File: src/rtl/sysctl_pkg.sv
package sysctl_pkg;
  localparam int ADDR_W = 12;
  localparam int IDX_W  = ADDR_W - 2;
  localparam int REG_W  = 32;
  localparam int LOCK_W = 16;

  typedef logic [REG_W-1:0]  word_t;
  typedef logic [IDX_W-1:0]  widx_t;
  typedef logic [LOCK_W-1:0] key_t;

  // Word indices (byte offset / 4) of the decoded registers
  localparam widx_t WX_BOARD  = widx_t'(0);
  localparam widx_t WX_LAMP   = widx_t'(2);
  localparam widx_t WX_KEY    = widx_t'(8);
  localparam widx_t WX_CFG_A  = widx_t'(10);
  localparam widx_t WX_CFG_B  = widx_t'(11);
  localparam widx_t WX_VF_SET = widx_t'(12);
  localparam widx_t WX_VF_CLR = widx_t'(13);
  localparam widx_t WX_NV_SET = widx_t'(14);
  localparam widx_t WX_NV_CLR = widx_t'(15);
  localparam widx_t WX_RSTCTL = widx_t'(16);

  // Value stored into the lock word for a given write
  function automatic key_t lock_next(word_t wd, key_t key);
    if (wd == word_t'(key)) return key;
    return {1'b0, wd[LOCK_W-2:0]};
  endfunction

  // Next value of a set/clear flag word
  function automatic word_t flag_next(word_t cur, logic set_en, logic clr_en, word_t wd);
    if (clr_en) return cur & ~wd;
    if (set_en) return cur | wd;
    return cur;
  endfunction

  // Offsets that belong to functions outside this block: read 0, no error
  function automatic logic is_quiet(widx_t ix);
    int n;
    n = int'(ix);
    case (n)
      1, 3, 4, 5, 6, 7, 9, 18, 19, 21, 22, 23, 24, 25, 26, 27, 28, 29,
      32, 35, 36, 37, 38, 39, 48, 49, 50, 51, 52: return 1'b1;
      default: return 1'b0;
    endcase
  endfunction

  // Constant-valued offsets: {hit, value}
  function automatic logic [REG_W:0] fixed_word(widx_t ix);
    int n;
    n = int'(ix);
    case (n)
      17:      return {1'b1, word_t'(32'h0000_0001)};
      20:      return {1'b1, word_t'(32'h0000_1000)};
      33:      return {1'b1, word_t'(32'h0200_0000)};
      34:      return {1'b1, word_t'(32'hFF00_0000)};
      default: return '0;
    endcase
  endfunction
endpackage

File: src/rtl/sysctl_lock.sv
module sysctl_lock
  import sysctl_pkg::*;
#(
  parameter key_t KEY = 16'hA05F
) (
  input  logic  clk,
  input  logic  rst_n,
  input  logic  soft_clr,
  input  logic  wr_en,
  input  word_t wdata,
  output key_t  key_q,
  output logic  open
);
  always_ff @(posedge clk or negedge rst_n) begin
    if (!rst_n)        key_q <= '0;
    else if (soft_clr) key_q <= '0;
    else if (wr_en)    key_q <= lock_next(wdata, KEY);
  end

  assign open = (key_q == KEY);

  // a set top bit only ever comes from the exact key
  p_top_bit_key_r3: assert property (@(posedge clk) disable iff (!rst_n)
    key_q[LOCK_W-1] |-> (key_q == KEY));

  // any non-key write leaves the lock in the locked state
  p_nonkey_locks_r3: assert property (@(posedge clk) disable iff (!rst_n)
    (wr_en && !soft_clr && (wdata != word_t'(KEY))) |=> !key_q[LOCK_W-1]);
endmodule

File: src/rtl/sysctl_flagword.sv
module sysctl_flagword
  import sysctl_pkg::*;
(
  input  logic  clk,
  input  logic  rst_n,
  input  logic  soft_clr,
  input  logic  set_en,
  input  logic  clr_en,
  input  word_t wdata,
  output word_t q
);
  always_ff @(posedge clk or negedge rst_n) begin
    if (!rst_n)        q <= '0;
    else if (soft_clr) q <= '0;
    else               q <= flag_next(q, set_en, clr_en, wdata);
  end

  // every written one is present after a set
  p_set_ones_r6: assert property (@(posedge clk) disable iff (!rst_n)
    (set_en && !soft_clr) |=> ((q & $past(wdata)) == $past(wdata)));

  // every written one is gone after a clear
  p_clr_ones_r7: assert property (@(posedge clk) disable iff (!rst_n)
    (clr_en && !soft_clr) |=> ((q & $past(wdata)) == '0));

  // without a strobe or soft clear the word holds
  p_hold_r8: assert property (@(posedge clk) disable iff (!rst_n)
    (!set_en && !clr_en && !soft_clr) |=> $stable(q));
endmodule

File: src/rtl/sysctl_rdport.sv
module sysctl_rdport
  import sysctl_pkg::*;
(
  input  logic  clk,
  input  logic  rst_n,
  input  logic  rd_en,
  input  logic  aligned,
  input  widx_t idx,
  input  word_t board_id,
  input  word_t lamp,
  input  key_t  key,
  input  word_t cfg_a,
  input  word_t cfg_b,
  input  word_t vflags,
  input  word_t nvflags,
  input  word_t rstctl,
  output word_t rdata,
  output logic  rd_err
);
  logic [REG_W:0] fixed;
  logic           hit;
  word_t          val;

  always_comb begin
    fixed = fixed_word(idx);
    hit   = 1'b1;
    val   = '0;
    if (!aligned) begin
      hit = 1'b0;
    end else begin
      case (idx)
        WX_BOARD:  val = board_id;
        WX_LAMP:   val = lamp;
        WX_KEY:    val = word_t'(key);
        WX_CFG_A:  val = cfg_a;
        WX_CFG_B:  val = cfg_b;
        WX_VF_SET: val = vflags;
        WX_NV_SET: val = nvflags;
        WX_RSTCTL: val = rstctl;
        default: begin
          if (fixed[REG_W])      val = fixed[REG_W-1:0];
          else if (!is_quiet(idx)) hit = 1'b0;
        end
      endcase
    end
  end

  always_ff @(posedge clk or negedge rst_n) begin
    if (!rst_n) begin
      rdata  <= '0;
      rd_err <= 1'b0;
    end else begin
      rd_err <= rd_en && !hit;
      if (rd_en) rdata <= hit ? val : '0;
    end
  end

  // an error read returns zero data
  p_err_zero_r10: assert property (@(posedge clk) disable iff (!rst_n)
    rd_err |-> (rdata == '0));

  // the error flag only follows a read strobe
  p_err_after_rd_r10: assert property (@(posedge clk) disable iff (!rst_n)
    rd_err |-> $past(rd_en));

  // read data holds while no read is issued
  p_rdata_hold_r11: assert property (@(posedge clk) disable iff (!rst_n)
    !rd_en |=> $stable(rdata));
endmodule

File: src/rtl/sysctl_regbank.sv
module sysctl_regbank
  import sysctl_pkg::*;
#(
  parameter word_t BOARD_ID   = 32'h1780_0500,
  parameter key_t  UNLOCK_KEY = 16'hA05F,
  parameter int    RST_BIT    = 8
) (
  input  logic              clk,
  input  logic              rst_n,
  input  logic [ADDR_W-1:0] bus_addr,
  input  logic              bus_wr,
  input  logic [REG_W-1:0]  bus_wdata,
  input  logic              bus_rd,
  output logic [REG_W-1:0]  bus_rdata,
  output logic              rd_err,
  output logic              board_rst_req
);
  localparam int NUM_FLAGS = 2;  // 0: volatile, 1: persistent

  widx_t word_idx;
  logic  aligned;
  logic  wr_hit;
  assign word_idx = bus_addr[ADDR_W-1:2];
  assign aligned  = (bus_addr[1:0] == 2'b00);
  assign wr_hit   = bus_wr && aligned;

  // Named write events
  logic wr_lamp, wr_key, wr_cfg_a, wr_cfg_b, wr_rstctl;
  assign wr_lamp   = wr_hit && (word_idx == WX_LAMP);
  assign wr_key    = wr_hit && (word_idx == WX_KEY);
  assign wr_cfg_a  = wr_hit && (word_idx == WX_CFG_A);
  assign wr_cfg_b  = wr_hit && (word_idx == WX_CFG_B);
  assign wr_rstctl = wr_hit && (word_idx == WX_RSTCTL);

  logic soft_clr;
  logic lock_open;
  logic rst_wr_ok;
  key_t key_q;
  assign soft_clr  = board_rst_req;
  assign rst_wr_ok = wr_rstctl && lock_open;

  word_t lamp_q, cfg_a_q, cfg_b_q, rstctl_q;

  always_ff @(posedge clk or negedge rst_n) begin
    if (!rst_n) begin
      lamp_q   <= '0;
      cfg_a_q  <= '0;
      cfg_b_q  <= '0;
      rstctl_q <= '0;
    end else if (soft_clr) begin
      lamp_q   <= '0;
      cfg_a_q  <= '0;
      cfg_b_q  <= '0;
      rstctl_q <= '0;
    end else begin
      if (wr_lamp)   lamp_q   <= bus_wdata;
      if (wr_cfg_a)  cfg_a_q  <= bus_wdata;
      if (wr_cfg_b)  cfg_b_q  <= bus_wdata;
      if (rst_wr_ok) rstctl_q <= bus_wdata;
    end
  end

  always_ff @(posedge clk or negedge rst_n) begin
    if (!rst_n) board_rst_req <= 1'b0;
    else        board_rst_req <= rst_wr_ok && bus_wdata[RST_BIT] && !soft_clr;
  end

  sysctl_lock #(.KEY(UNLOCK_KEY)) u_lock (
    .clk      (clk),
    .rst_n    (rst_n),
    .soft_clr (soft_clr),
    .wr_en    (wr_key),
    .wdata    (bus_wdata),
    .key_q    (key_q),
    .open     (lock_open)
  );

  // Flag words: same structure, only the soft-clear reach differs
  word_t flag_q  [NUM_FLAGS];
  logic  flag_set[NUM_FLAGS];
  logic  flag_clr[NUM_FLAGS];

  for (genvar g = 0; g < NUM_FLAGS; g++) begin : g_flag
    localparam widx_t SET_IX = (g == 0) ? WX_VF_SET : WX_NV_SET;
    localparam widx_t CLR_IX = (g == 0) ? WX_VF_CLR : WX_NV_CLR;
    localparam logic  SOFT   = (g == 0);
    assign flag_set[g] = wr_hit && (word_idx == SET_IX);
    assign flag_clr[g] = wr_hit && (word_idx == CLR_IX);
    sysctl_flagword u_word (
      .clk      (clk),
      .rst_n    (rst_n),
      .soft_clr (soft_clr && SOFT),
      .set_en   (flag_set[g]),
      .clr_en   (flag_clr[g]),
      .wdata    (bus_wdata),
      .q        (flag_q[g])
    );
  end

  sysctl_rdport u_rd (
    .clk      (clk),
    .rst_n    (rst_n),
    .rd_en    (bus_rd),
    .aligned  (aligned),
    .idx      (word_idx),
    .board_id (BOARD_ID),
    .lamp     (lamp_q),
    .key      (key_q),
    .cfg_a    (cfg_a_q),
    .cfg_b    (cfg_b_q),
    .vflags   (flag_q[0]),
    .nvflags  (flag_q[1]),
    .rstctl   (rstctl_q),
    .rdata    (bus_rdata),
    .rd_err   (rd_err)
  );

  // reset control cannot move while the lock is closed
  p_rstctl_locked_r4: assert property (@(posedge clk) disable iff (!rst_n)
    (!lock_open && !soft_clr) |=> $stable(rstctl_q));

  // the request never lasts two cycles
  p_req_single_r5: assert property (@(posedge clk) disable iff (!rst_n)
    board_rst_req |=> !board_rst_req);

  // the request only follows a reset-control write with the lock open
  p_req_cause_r5: assert property (@(posedge clk) disable iff (!rst_n)
    board_rst_req |-> $past(wr_rstctl && lock_open));

  // the soft clear leaves the persistent flags alone
  p_nv_survive_r8: assert property (@(posedge clk) disable iff (!rst_n)
    (soft_clr && !flag_set[1] && !flag_clr[1]) |=> $stable(flag_q[1]));

  // volatile words are zero after the soft clear
  p_soft_zero_r8: assert property (@(posedge clk) disable iff (!rst_n)
    soft_clr |=> (lamp_q == '0 && key_q == '0 && flag_q[0] == '0));
endmodule

File: config.mk
export PLATFORM = sky130hd
export DESIGN_NAME = sysctl_regbank
export DESIGN_NICKNAME = d
export VERILOG_FILES = /design/src/rtl/sysctl_pkg.sv /design/src/rtl/sysctl_lock.sv /design/src/rtl/sysctl_flagword.sv /design/src/rtl/sysctl_rdport.sv /design/src/rtl/sysctl_regbank.sv
export SDC_FILE = /design/constraint.sdc
export NUM_CORES = 1
export LEC_CHECK = 0
export BUFFER_PORTS_ARGS = -buffer_cell sky130_fd_sc_hd__buf_4
export CAP_MARGIN = 10
export CORE_ASPECT_RATIO = 0.8
export CORE_MARGIN = 3
export CORE_UTILIZATION = 41
export CTS_CLUSTER_SIZE = 16
export DETAILED_ROUTE_END_ITERATION = 8
export GPL_TIMING_DRIVEN = 0
export PLACE_DENSITY = 0.67
export SLEW_MARGIN = 20
export SYNTH_ARGS = -nofsm -noshare
export SYNTH_HDL_FRONTEND = slang
export SYNTH_HIERARCHICAL = 1
export SYNTH_SLANG_ARGS = --single-unit
File: constraint.sdc
create_clock -name clk -period 2.6 [get_ports clk]
set_input_delay 0.13 -clock clk [delete_from_list [all_inputs] [get_ports clk]]
set_output_delay 0.13 -clock clk [all_outputs]
set_load 0.01 [all_outputs]
* Word level (Yosys, flattened, before mapping) *
Memory sizes are Yosys's and may differ from the RTL's.
Index checks and enable logic that the tools add are counted.

storage, ports and cells
  bits in registers = 242
  memory bits (read-only) = 64
  input port bits = 48
  output and inout bits = 34
  memories = 1

operators by class
  equal/unequal tests = 15
  muxes and demuxes = 45
  bitwise operators = 5
  reductions and logical operators = 27

memories
  memory            words  bits a word  read ports  clocked after Yosys merged registers in  write ports  RTL line          RTL
  (name not given)  64     1            1           0                                        0            sysctl_pkg.sv:40  case (n)

operators by type and width
  operator                count
  $mux W32                20
  $pmux W32 S8            1
  $pmux W33 S4            1
  $eq A10 B4 Y1 const B   7
  $and A32 B32 Y32        2
  $mux W16                4
  $or A32 B32 Y32         2
  $eq A32 B16 Y1 const B  1
  $not A32 Y32            1
  $eq A10 B5 Y1 const B   3
  $eq A10 B6 Y1 const B   2
  $mux W1                 19
  $eq A16 B16 Y1 const B  1
  $logic_and A1 B1 Y1     14
  $reduce_bool A2 Y1      6
  $eq A10 B2 Y1 const B   1
  $logic_not A10 Y1       1
  $reduce_or A8 Y1        1
  $logic_not A4 Y1        1
  $reduce_bool A3 Y1      1
  $logic_not A1 Y1        2
  $logic_not A2 Y1        1

* Logic depth before layout (Yosys ltp) *
  word-level depth = 11
  depth in mapped cells = 9
  gate-level depth less buffers = 7

* Cells and area by module *
The synthesis kept the hierarchy.

by module, submodules not included
  module           instances  cells each  area each (um2)  seq. area each (um2)
  sysctl_regbank   1          522         5785.5           3228.1
  sysctl_rdport    1          412         3579.7           825.8
  sysctl_flagword  2          105         1524.0           800.8
  sysctl_lock      1          71          799.5            400.4

* Least setup slack after synthesis *
OpenSTA, ideal clock, no wires.

  path type = flip-flop to flip-flop
  start = reg u_lock.key_q[10]
  end = reg rstctl_q[11]
  library setup time = 0.076 ns
  arrival = 1.964 ns
  setup slack = 0.559 ns
  cell stages (with the launch flop) = 9
  clock period less this slack = 2.041 ns
  cells stage by stage = dfrtp_1 -> nor4b_1 -> nand2_1 -> nor3_1 -> and4bb_2 -> nand2_1 -> or4_4 -> buf_6 -> o21ai_1

on the way
  cells in the longest elaborated chain, start to end = 3

RTL lines
  element                       RTL line              RTL
  start: declaration            sysctl_lock.sv:11     output key_t key_q,
  start signal: assignment      sysctl_lock.sv:17     else if (wr_en) key_q <= lock_next(wdata, KEY);
  $eq A16 B16 Y1                sysctl_lock.sv:20     assign open = (key_q == KEY);
  named net lock_open           sysctl_regbank.sv:36  logic lock_open;
  $logic_and A1 B1 Y1           sysctl_regbank.sv:40  assign rst_wr_ok = wr_rstctl && lock_open;
  $reduce_bool A2 Y1 (no line)  n/a
  end signal: assignment        sysctl_regbank.sv:59  if (rst_wr_ok) rstctl_q <= bus_wdata;
  end: declaration              sysctl_regbank.sv:42  word_t lamp_q, cfg_a_q, cfg_b_q, rstctl_q;

The timed path passes the listed nets, and every way through them passes these cells.
A chain may end at the register's enable or synchronous reset.

* Worst setup path after layout *
  start = in bus_addr[8]
  end = reg u_rd.rdata[9]

on the way
  cells in the longest elaborated chain, start to end = 10
  elaborated cells on any way between the ends = 27

RTL lines
  element                 RTL line              RTL
  start: declaration      sysctl_regbank.sv:10  input logic [ADDR_W-1:0] bus_addr,
  $logic_not A4 Y1        sysctl_pkg.sv:40
  $mux W1                 sysctl_pkg.sv:40
  $mux W1                 sysctl_rdport.sv:41   if (fixed[REG_W]) val = fixed[REG_W-1:0];
  $mux W1                 sysctl_rdport.sv:31   case (idx)
  $mux W1                 sysctl_rdport.sv:28   if (!aligned) begin
  $mux W1                 sysctl_rdport.sv:42   else if (!is_quiet(idx)) hit = 1'b0;
  $mux W1                 sysctl_rdport.sv:41
  $mux W1                 sysctl_rdport.sv:31
  $mux W1                 sysctl_rdport.sv:28
  $mux W32 (*)            sysctl_rdport.sv:54   if (rd_en) rdata <= hit ? val : '0;
  end signal: assignment  sysctl_rdport.sv:54
  end: declaration        sysctl_rdport.sv:17   output word_t rdata,

Every way passes the cells marked *; elsewhere a longest branch is shown, timed or not. The select of a mux whose other input is x is not followed.

==> summary.txt <==
Worst hold path
  – Hold Path End: u_rd/rd_err
  – Hold depth: 5
  – Worst hold start: bus_addr[0]
  – Hold Crit Class: input port to flip-flop

Yosys
  – Post-synth EDFFs: 0
  – Synth cell types: 78
  – Synth area leaders: dfrtp_1 46%, a211oi_2 5.7%, mux2i_1 4.5%
  – Synth top cells by count: 242 x dfrtp_1, 86 x o21ai_0, 67 x nand3b_1
  – Top-area cell type share of the netlist area: between 40% and 50%
  – Most numerous cell in the Yosys netlist: dfrtp_1
  – Post-synth top area cell: dfrtp_1
  – Post-Syn Area: 13200 um^2
  – Post-Syn Instances: ~1200
  – Count of warnings emitted by yosys: 6
  – Synthesized flop and latch total: 242
  – Top FF cell, synth: dfrtp_1
  – Async SR Flop Fraction: 100%
  – Syn avg cell area: 10.9 um^2
  – Seq/Total Area, Yosys: 45.8%

Setup path
  – Worst Path Class, Setup: input port to flip-flop
  – R2r endpoint: lamp_q[0]
  – Worst R2R Path Depth: 4
  – CP startpoint kind: input port
  – Arr. time, crit path: 3100 ps
  – Reg2reg start: board_rst_req
  – Critical Path Fanout Max: 11
  – Reg2reg setup slack: 70 ps
  – Crit path capture type: flip-flop
  – WP data required: 3090 ps

Pwr
  – Max IR drop VDD: 0.480 mV
  – Share of power burned in registers: 43.5%
  – Power share of the clock group: 49.2%
  – NetSw: about 0.0021 W
  – Power per cell area: 546 nW/um^2
  – Leakage power: 6.51 nW
  – Switching Fraction: 24.3%
  – Internal Pwr Total: 0.00659 W
  – Combinational fraction of design power: 7.3%

Placement
  – DP Area: 14500 um^2
  – Post-DP HPWL: 34900 um
  – Routability-driven placement congestion ratio: 1.01
  – Port Buf Inserts: 80
  – Pre-CTS WS: -596 ps

CTS
  – Clock root cell: clkbuf_16
  – Clock Sinks: 242
  – H-Tree Depth: 1
  – Clk buf depth: 3
  – Cts bufs inserted: 27
  – Clock slew at reported path FFs: 60 ps
  – Clk Latency, worst-skew pair: 560 ps
  – CTS tree: done

Cells and area
  – Syn-to-layout area delta: 20.5%
  – Fin area: 15900 um^2
  – Fraction of layout cells with a size suffix above 1: 26.5%
  – Final net count: 1448

Die
  – Initial core utilization: 41.9%
  – Core ar.: 31600 um^2
  – # IOs: 82
  – Die ar.: 34400 um^2
  – Die Y-Extent: about 170 um
  – Rows: 58
  – Die X-Extent: 207 um

Run
  – Max Cap Viol: 0

STA
  – Worst-margin pin slew: 1210 ps
  – Tcrit/Tclk final: 100%
  – Final Hold Vio Count: 0
  – Final setup vio count: 3
  – Worst setup margin: -10.4 ps
  – Fin crit period: 2610 ps
  – Final clock skew: 19.0 ps
  – Slew margin rel.: 19.1%
  – Slew Viols, Final: 0
  – Total negative setup slack: -13.3 ps
  – Max Clock Freq: 383 MHz
  – Unrepaired setup endpoints after global routing: false

Run status
  – Violated checks: negative setup slack
  – Status: finished with violations

Routing
  – DR WL/cell: 27.3 um
  – WL final: 50300 um
  – DR pass1 iterations: 6
  – Routed Antenna Nets: 0
  – Vias/cell: 6.32
  – DRT iter0 DRCs: ~1200
  – Residual DRC count: 0
  – Total number of vias: 11619

GRT
  – Initial antenna violation count: 1
  – First-pass GRT wire length: 74400 um
  – Number of global-route vias before repair: about 11000
  – GRT Util Overall: approximately 29%
  – Total gr overflow: 0
  – Largest net degree at the start of global routing: 93
-- how the worst max path moves through the flow --
| stage | from | endpoint | slack, ps |
|---|---|---|---|
| 2_1_floorplan | u_lock/key_q[10] | rstctl_q[11] | 560 |
| 3_3_place_gp | rst_n | u_rd/rdata[7] | -680 |
| 3_5_place_dp | bus_addr[7] | u_rd/rdata[11] | -600 |
| 4_1_cts | bus_addr[8] | u_rd/rdata[4] | 20 |
| 5_1_grt | bus_addr[8] | u_rd/rdata[11] | 10 |
| 6_report | bus_addr[8] | u_rd/rdata[9] | -10 |
-- critical path: stages --
cell           delay (ps)
dlygate4sd3_1         550
buf_4                 160
nor4_1                480
buf_2                 330
buf_2                 410
nand3_2               370
o22ai_1               450
a21oi_1                80
o21ai_1               130
-- power by group through the flow --
stage               Clock, W  Sequential [W]  Combinational [W]
floorplan                  0         0.00385           0.000216
global placement           0         0.00385           0.000550
detailed placement         0         0.00385           0.000567
CTS                  0.00430         0.00378           0.000611
global route         0.00446         0.00378           0.000671
finish               0.00428         0.00378           0.000634
-- what timing repair did --
action / CTS / global route
endpoints found under the setup margin: 31 / 40
buffers inserted: 0 / 0
pin swaps: 0 / 1
hold buffers: 36 / 0
hold endpoints to repair: 163 / 0
gates resized for setup: 3 / 8
-- cells by family after synthesis --
| family | count (synthesis) | synth area share, % |
|---|---|---|
| adders and majority gates | 5 | 0.473 |
| muxes | 82 | 6.42 |
| DFF | 242 | 45.8 |
| and+or+nand+nor | 319 | 15.9 |
| AOI/OAI and AO/OA | 455 | 26.4 |
| buffers and inverters | 110 | 4.91 |
| other | 2 | 0.0568 |
-- metal layers --
metal | global-route usage (%) | up-vias | share of wire [%]
li1 | - | 4923 | -
met4 | 8.64 | 4 | 3.5
met3 | 10.1 | 144 | 14
met5 | 0.714 | - | 0.068
met1 | 41.9 | 5768 | 42
met2 | 39.9 | 780 | 41
-- registers in the layout, summed over array words and instances (netlist names) --
register	cells
lamp_q	32
rstctl_q	32
u_rd/rd_err	1
g_flag.u_word/q	64
board_rst_req	1
u_lock/key_q	16
cfg_b_q	32
u_rd/rdata	32
cfg_a_q	32
-- area by class of cell --
class                      count  area (um^2)
multi-input combinational    898         6680
timing repair buffer         118         1020
tap                          420          526
sequential                   242         6060
clock inverter                12          189
antenna                        3         7.51
clock buffer                  38          797
inverter                       8         30.0
buffer                       100          617
fill                        2897        15600
-- through the flow --
| step | instances | total power (W) | hold WS (ps) | util, % |
|---|---|---|---|---|
| 6_report | 1839 | 0.00870 | 25.3 | 50.4 |
| 3_3_place_gp | 1750 | 0.00440 | 362 | 45.8 |
| 5_1_grt | 1836 | 0.00891 | 34.2 | 50.4 |
| 4_1_cts | 1837 | 0.00870 | 5.17 | 50.3 |
| 3_5_place_dp | 1752 | 0.00442 | 160 | 46.1 |
| 2_1_floorplan | 1250 | 0.00407 | -166 | - |
-- cell usage in the layout, fill, tap and decap left out, types with 6 or more instances in the layout --
cell type / synthesis / final
buf_4: 7 / 86
nor3_1: 9 / 7
nand2_1: 26 / 26
clkbuf_16: 0 / 27
clkbuf_1: 46 / 43
nand3_1: 14 / 13
mux2i_1: 60 / 60
o22ai_1: 14 / 14
conb_1: 2 / 37
a22o_1: 12 / 12
buf_2: 26 / 26
o2bb2ai_1: 17 / 17
nand3b_1: 67 / 67
a21oi_2: 59 / 58
a211oi_2: 60 / 60
a211oi_1: 7 / 7
inv_1: 7 / 7
clkbuf_8: 0 / 8
a22oi_1: 61 / 61
dlygate4sd3_1: 0 / 36
nor4_1: 7 / 6
o21ai_2: 14 / 14
clkinv_2: 0 / 6
nor2_1: 42 / 42
mux2_2: 20 / 20
nand2b_1: 64 / 64
o21ai_1: 51 / 51
a221oi_1: 7 / 7
buf_6: 19 / 19
nor2b_1: 37 / 37
a21oi_1: 22 / 22
o21ai_0: 86 / 86
dfrtp_1: 242 / 242
Note: power is estimated with default switching activity, not from simulation.
